<file path="src/rtl/tamper_sup_pkg.sv">
package tamper_sup_pkg;

   localparam int NUM_TAMPER = 4;
   localparam int NUM_SRC    = NUM_TAMPER + 2;

   typedef enum logic [1:0] {
      SUP_ON  = 2'd0,
      SUP_HIZ = 2'd1,
      SUP_GND = 2'd2
   } sup_mode_e;

   typedef enum logic [1:0] {
      VAR_KEEP  = 2'd0,
      VAR_FLOAT = 2'd1,
      VAR_SINK  = 2'd2,
      VAR_SINK2 = 2'd3
   } variant_e;

endpackage

</file>
<file path="src/rtl/tsup_sync.sv">
module tsup_sync #(
   parameter int WIDTH  = 7,
   parameter int STAGES = 2
) (
   input  logic             clk,
   input  logic             rst_n,
   input  logic [WIDTH-1:0] d,
   output logic [WIDTH-1:0] q
);

   generate
      if (STAGES < 2) begin : g_bad_stages
         $error("tsup_sync: STAGES must be at least 2");
      end
      if (WIDTH < 1) begin : g_bad_width
         $error("tsup_sync: WIDTH must be at least 1");
      end
   endgenerate

   logic [STAGES-1:0][WIDTH-1:0] chain;

   always_ff @(posedge clk or negedge rst_n) begin
      if (!rst_n) chain <= '0;
      else        chain <= {chain[STAGES-2:0], d};
   end

   assign q = chain[STAGES-1];

endmodule

</file>
<file path="src/rtl/tsup_glitch_filter.sv">
module tsup_glitch_filter #(
   parameter int HOLD = 16
) (
   input  logic clk,
   input  logic rst_n,
   input  logic level,
   output logic hit
);

   localparam int CW = (HOLD > 2) ? $clog2(HOLD) : 1;
   localparam logic [CW-1:0] LAST = CW'(HOLD - 1);

   generate
      if (HOLD < 2) begin : g_bad_hold
         $error("tsup_glitch_filter: HOLD must be at least 2");
      end
   endgenerate

   logic [CW-1:0] cnt;
   logic          hit_q;

   always_ff @(posedge clk or negedge rst_n) begin
      if (!rst_n) begin
         cnt   <= '0;
         hit_q <= 1'b0;
      end else if (level != hit_q) begin
         if (cnt == LAST) begin
            hit_q <= level;
            cnt   <= '0;
         end else begin
            cnt <= cnt + 1'b1;
         end
      end else begin
         cnt <= '0;
      end
   end

   assign hit = hit_q;

endmodule

</file>
<file path="src/rtl/tsup_arm_timer.sv">
module tsup_arm_timer #(
   parameter int DELAY = 4096
) (
   input  logic clk,
   input  logic rst_n,
   input  logic supply_ok,
   output logic armed
);

   localparam int CW = (DELAY > 2) ? $clog2(DELAY) : 1;
   localparam logic [CW-1:0] LAST = CW'(DELAY - 1);

   generate
      if (DELAY < 2) begin : g_bad_delay
         $error("tsup_arm_timer: DELAY must be at least 2");
      end
   endgenerate

   logic [CW-1:0] cnt;
   logic          armed_q;

   always_ff @(posedge clk or negedge rst_n) begin
      if (!rst_n) begin
         cnt     <= '0;
         armed_q <= 1'b0;
      end else if (!armed_q) begin
         if (!supply_ok) begin
            cnt <= '0;
         end else if (cnt == LAST) begin
            armed_q <= 1'b1;
         end else begin
            cnt <= cnt + 1'b1;
         end
      end
   end

   assign armed = armed_q;

endmodule

</file>
<file path="src/rtl/tsup_action.sv">
module tsup_action
   import tamper_sup_pkg::*;
(
   input  logic      alarm,
   input  logic [1:0] variant,
   input  logic      on_batt,
   output sup_mode_e mode,
   output logic      status
);

   always_comb begin
      mode   = SUP_ON;
      status = on_batt;
      if (alarm) begin
         unique case (variant_e'(variant))
            VAR_KEEP: begin
               mode   = SUP_ON;
               status = on_batt;
            end
            VAR_FLOAT: begin
               mode   = SUP_HIZ;
               status = 1'b1;
            end
            VAR_SINK, VAR_SINK2: begin
               mode   = SUP_GND;
               status = 1'b1;
            end
            default: begin
               mode   = SUP_GND;
               status = 1'b1;
            end
         endcase
      end
   end

endmodule

</file>
<file path="src/rtl/tamper_supervisor.sv">
module tamper_supervisor
   import tamper_sup_pkg::*;
#(
   parameter int        HOLD_CYCLES    = 16,
   parameter int        ARM_CYCLES     = 4096,
   parameter int        SYNC_STAGES    = 2,
   parameter logic [3:0] IDLE_HIGH_MASK = 4'b0101
) (
   input  logic       clk,
   input  logic       rst_n,
   input  logic [3:0] tamper_pin,
   input  logic       ovp_flag,
   input  logic       uvp_flag,
   input  logic       main_ok,
   input  logic       batt_sel,
   input  logic [1:0] variant_sel,
   output logic       alarm_n,
   output logic [1:0] supply_mode,
   output logic       switch_stat,
   output logic [5:0] fault_src
);

   localparam int NSYNC  = NUM_TAMPER + 3;
   localparam int OV_IDX = NUM_TAMPER;
   localparam int UV_IDX = NUM_TAMPER + 1;
   localparam int MO_IDX = NUM_TAMPER + 2;

   generate
      if (NUM_SRC != 6) begin : g_bad_src
         $error("tamper_supervisor: source vector width mismatch");
      end
   endgenerate

   logic [NUM_TAMPER-1:0] tamp_raw;
   logic [NUM_TAMPER-1:0] tamp_sync;
   logic [NUM_TAMPER-1:0] tamp_hit;
   logic [NSYNC-1:0]      sync_in;
   logic [NSYNC-1:0]      sync_out;
   logic                  ov_s;
   logic                  uv_s;
   logic                  main_s;
   logic                  armed_w;
   logic                  alarm_act;
   sup_mode_e             mode_w;

   // normalise so that 1 always means "tamper level"
   assign tamp_raw = tamper_pin ^ IDLE_HIGH_MASK;
   assign sync_in  = {main_ok, uvp_flag, ovp_flag, tamp_raw};

   tsup_sync #(
      .WIDTH (NSYNC),
      .STAGES(SYNC_STAGES)
   ) u_sync (
      .clk  (clk),
      .rst_n(rst_n),
      .d    (sync_in),
      .q    (sync_out)
   );

   assign tamp_sync = sync_out[NUM_TAMPER-1:0];
   assign ov_s      = sync_out[OV_IDX];
   assign uv_s      = sync_out[UV_IDX];
   assign main_s    = sync_out[MO_IDX];

   generate
      for (genvar i = 0; i < NUM_TAMPER; i++) begin : g_filt
         tsup_glitch_filter #(
            .HOLD(HOLD_CYCLES)
         ) u_filt (
            .clk  (clk),
            .rst_n(rst_n),
            .level(tamp_sync[i]),
            .hit  (tamp_hit[i])
         );
      end
   endgenerate

   tsup_arm_timer #(
      .DELAY(ARM_CYCLES)
   ) u_arm (
      .clk      (clk),
      .rst_n    (rst_n),
      .supply_ok(main_s),
      .armed    (armed_w)
   );

   assign fault_src = armed_w ? {uv_s, ov_s, tamp_hit} : '0;
   assign alarm_act = |fault_src;
   assign alarm_n   = ~alarm_act;

   tsup_action u_act (
      .alarm  (alarm_act),
      .variant(variant_sel),
      .on_batt(batt_sel),
      .mode   (mode_w),
      .status (switch_stat)
   );

   assign supply_mode = mode_w;

endmodule

</file>
<file path="config.mk">
export PLATFORM = sky130hd
export DESIGN_NAME = tamper_supervisor
export DESIGN_NICKNAME = d
export VERILOG_FILES = /design/src/rtl/tamper_sup_pkg.sv /design/src/rtl/tsup_sync.sv /design/src/rtl/tsup_glitch_filter.sv /design/src/rtl/tsup_arm_timer.sv /design/src/rtl/tsup_action.sv /design/src/rtl/tamper_supervisor.sv
export SDC_FILE = /design/constraint.sdc
export NUM_CORES = 1
export LEC_CHECK = 0
export CORE_ASPECT_RATIO = 0.5
export CORE_MARGIN = 1.5
export CORE_UTILIZATION = 55
export CTS_CLUSTER_DIAMETER = 50
export DETAILED_ROUTE_END_ITERATION = 7
export DONT_BUFFER_PORTS = 1
export PLACE_DENSITY = 0.76
export SLEW_MARGIN = 20
export SYNTH_ARGS = -nofsm -noshare
export SYNTH_HDL_FRONTEND = slang
export SYNTH_SLANG_ARGS = --single-unit
</file>
<file path="constraint.sdc">
create_clock -name clk -period 4.57 [get_ports clk]
set_input_delay 0 -clock clk [delete_from_list [all_inputs] [get_ports clk]]
set_output_delay 0 -clock clk [all_outputs]
set_load 0.01 [all_outputs]
</file>
==> results by group <==
STA
  – Slew Viols, Final: 0
  – Fin Hold WS: 0.05452 ns
  – RSZ-0062 raised after global routing: no
  – Worst Max-Slew Pin Slew: 0.6821 ns
  – Fin. Hold Viols: 0
  – Setup TNS Final: 0 ns
  – Layout Skew: 0.009973 ns
  – Period Utilization, post-route: 48.61%
  – Crit path time final: 2.222 ns
  – Slew HR: 54.53%
  – Fmax: 450.1 MHz
  – # setup viols final: 0

Worst setup path
  – Worst setup startpoint: u_arm.armed
  – CP Max Fanout: 25
  – Endpoint class of the critical path: primary output
  – Required time worst endpoint: 4.57 ns
  – CP startpoint kind: register
  – Critical path type: register to primary output
  – Worst path arrival time: 2.22 ns
  – Critical R2R Launch: u_arm.cnt[0]

Synth
  – Seq cells post-synth: 47
  – Syn nets: 202
  – Sequential fraction of the synthesis area: 56.66%
  – Ys async rst share: 100.0%
  – Post-synthesis mux area share: 2.170%
  – Synthesized area per cell: 11.22 um^2
  – Synth Instances: 185
  – Commonest cells in the netlist: dfrtp_1 (47), a21oi_1 (11), inv_1 (10), nand2_1 (10), nor2_1 (10)
  – Post-synth EDFFs: 0
  – Ys Warns: 0
  – Top-count cell post-synth: dfrtp_1
  – Post-synthesis cell area: 2076 um^2
  – Synth top area share: 56.66%
  – Main combinational cell family by area after synthesis: simple AND/OR/NAND/NOR gates
  – Unique masters post-synth: 38
  – Compound-cell area share of the yosys netlist: 11.03%
  – Top FF cell, synth: dfrtp_1
  – Dominant cell type by area after synthesis: dfrtp_1
  – Post-Synth Simple-Gate Area: 21.34%
  – Dominant cells by area after synthesis: dfrtp_1 (57%), xnor2_1 (3.4%), ha_1 (3.0%)
  – Xor/xnor share of the synthesized area: 3.376%
  – Post-synthesis adder-cell area fraction: 3.014%

Global route
  – Antenna violations before repair: 0
  – Largest net degree at the start of global routing: 48
  – GRT overflow: 0
  – GRT Util Overall: 20.02%
  – First-pass GRT wire length: 6196 um
  – Vias in the first global route: 1309

CTS
  – TritonCTS Buffers: 5
  – Clock H-tree levels: 2
  – CTS tree: built
  – Reg clk slew, reported paths: 0.08 ns
  – Worst-Skew Late Latency: 0.29 ns
  – Clk sink count: 47
  – Setup Fix Bufs, Post-CTS: 0
  – Clock Tree Buf Depth: 2
  – CTS root buf: clkbuf_8
  – Post_cts resized: 0

Die
  – # IOs: 22
  – Die area: 4174 um^2
  – Total core area: 3528 um^2
  – Core Rows: 15
  – Starting Density: 58.83%
  – Die Y: 46.44 um
  – DIE WIDTH: 89.88 um

Min path
  – Beginning of the worst hold path: variant_sel[1]
  – Hold crit path type: primary input to primary output

Power and ir drop
  – Leak: 1.032 nW
  – VDD IR max: 0.0001668 V
  – PD cells: 323.0 nW/um^2

Drt
  – ANT nets after route: 0
  – Via-to-Cell Ratio: 5.768
  – Number of detailed-route iterations in the first pass: 4
  – Post-Route WL: 3639 um
  – DR iter-0 viols: 95
  – Wire per inst: 14.56 um
  – Vias: 1442
  – # DRC: 0

Outcome
  – Status: completed

Placed design
  – IO buf count: 0
  – DPL Wire Length: 2495 um
  – Post-DP Area: 2127 um^2
  – GP Congestion: 0.8802

Layout
  – # fillers: 263
  – Share of layout cells above drive strength 1: 9.548%
  – Synth-to-Final Area Change: 12.30%
  – Design Area, Final: 2331 um^2
  – Ant diodes: 0
  – Nets: 215

Job
  – Max_cap viols: 0
-- placed cells by master, fill, tap and decap left out, types with 8 or more instances in the layout --
master	synthesis	final
dlygate4sd3_1	0	8
nand2_1	10	10
inv_1	10	10
dfrtp_1	47	47
a21oi_1	11	11
nand3_1	9	9
xnor2_1	8	8
o21ai_0	8	8
nor2_1	10	10
-- metrics by stage --
step,setup slack (ns),instances,power [mW],utilization (%)
floorplan,3.104,185,0.4780,-
global placement,2.694,233,0.4836,60.28
detailed placement,2.691,233,0.4862,60.28
CTS,2.356,250,0.7601,66.06
global route,2.243,250,0.7876,66.06
finish,2.348,250,0.7530,66.06
-- logic make-up after synthesis --
group / Yosys count
adders and majority gates: 5
muxes: 4
xor gates and xnor gates: 8
buffers and inverters: 13
AOI/OAI and AO/OA: 37
DFF: 47
and+or+nand+nor: 71
-- where the power goes --
part / switching (mW) / total (mW) / internal, mW
registers: 0.0150 / 0.447 / 0.432
logic: 0.0236 / 0.0469 / 0.0232
clock network: 0.135 / 0.259 / 0.124
total: 0.174 / 0.753 / 0.579
-- cell type report --
| cell class | instances | area, um^2 | area share (%) |
|---|---|---|---|
| Clock buffer | 6 | 82.58 | 3.543 |
| Clock inverter | 2 | 13.76 | 0.5904 |
| Inverter | 10 | 37.54 | 1.610 |
| Multi-Input combinational cell | 125 | 849.6 | 36.45 |
| Sequential cell | 47 | 1176 | 50.46 |
| Tap cell | 51 | 63.81 | 2.738 |
| Timing Repair Buffer | 9 | 107.6 | 4.616 |
-- registers in the layout, indices dropped and copies added (netlist names) --
name	cells
u_sync.chain	7
g_filt.u_filt.cnt	16
g_filt.u_filt.hit	4
u_sync.q	7
u_arm.cnt	12
u_arm.armed	1
-- critical path: stages (launching register included) --
cell and delay [ns]:
dfrtp_1 0.64, and2_1 0.33, or4_4 0.54, nor3_4 0.25, o21bai_1 0.17
-- metal layers --
metal | track usage (%) | up-vias | part of all wire, %
li1 | - | 692 | -
met1 | 25.97 | 704 | 48
met2 | 32.52 | 41 | 45
met3 | 5.941 | 5 | 5.4
met4 | 8.889 | 0 | 1.2
met5 | 0 | - | 0
-- worst paths after layout --
kind	endpoint	slack, ns	cells past startpoint
max	switch_stat	2.35	4
min	supply_mode[0]	0.05	1
max reg2reg	u_arm.cnt[0]	2.88	5
min reg2reg	u_sync.q[3]	0.34	0
max in group asynchronous	u_arm.armed	4.15	2
min in group asynchronous	u_sync.chain[2]	0.20	2
-- what timing repair did --
item                                   4_1_cts  5_1_grt
setup endpoints to repair                    0        0
endpoints found under the hold margin       54        0
hold buffers                                 9        0
No activity file was read; power rests on OpenSTA's default activity.
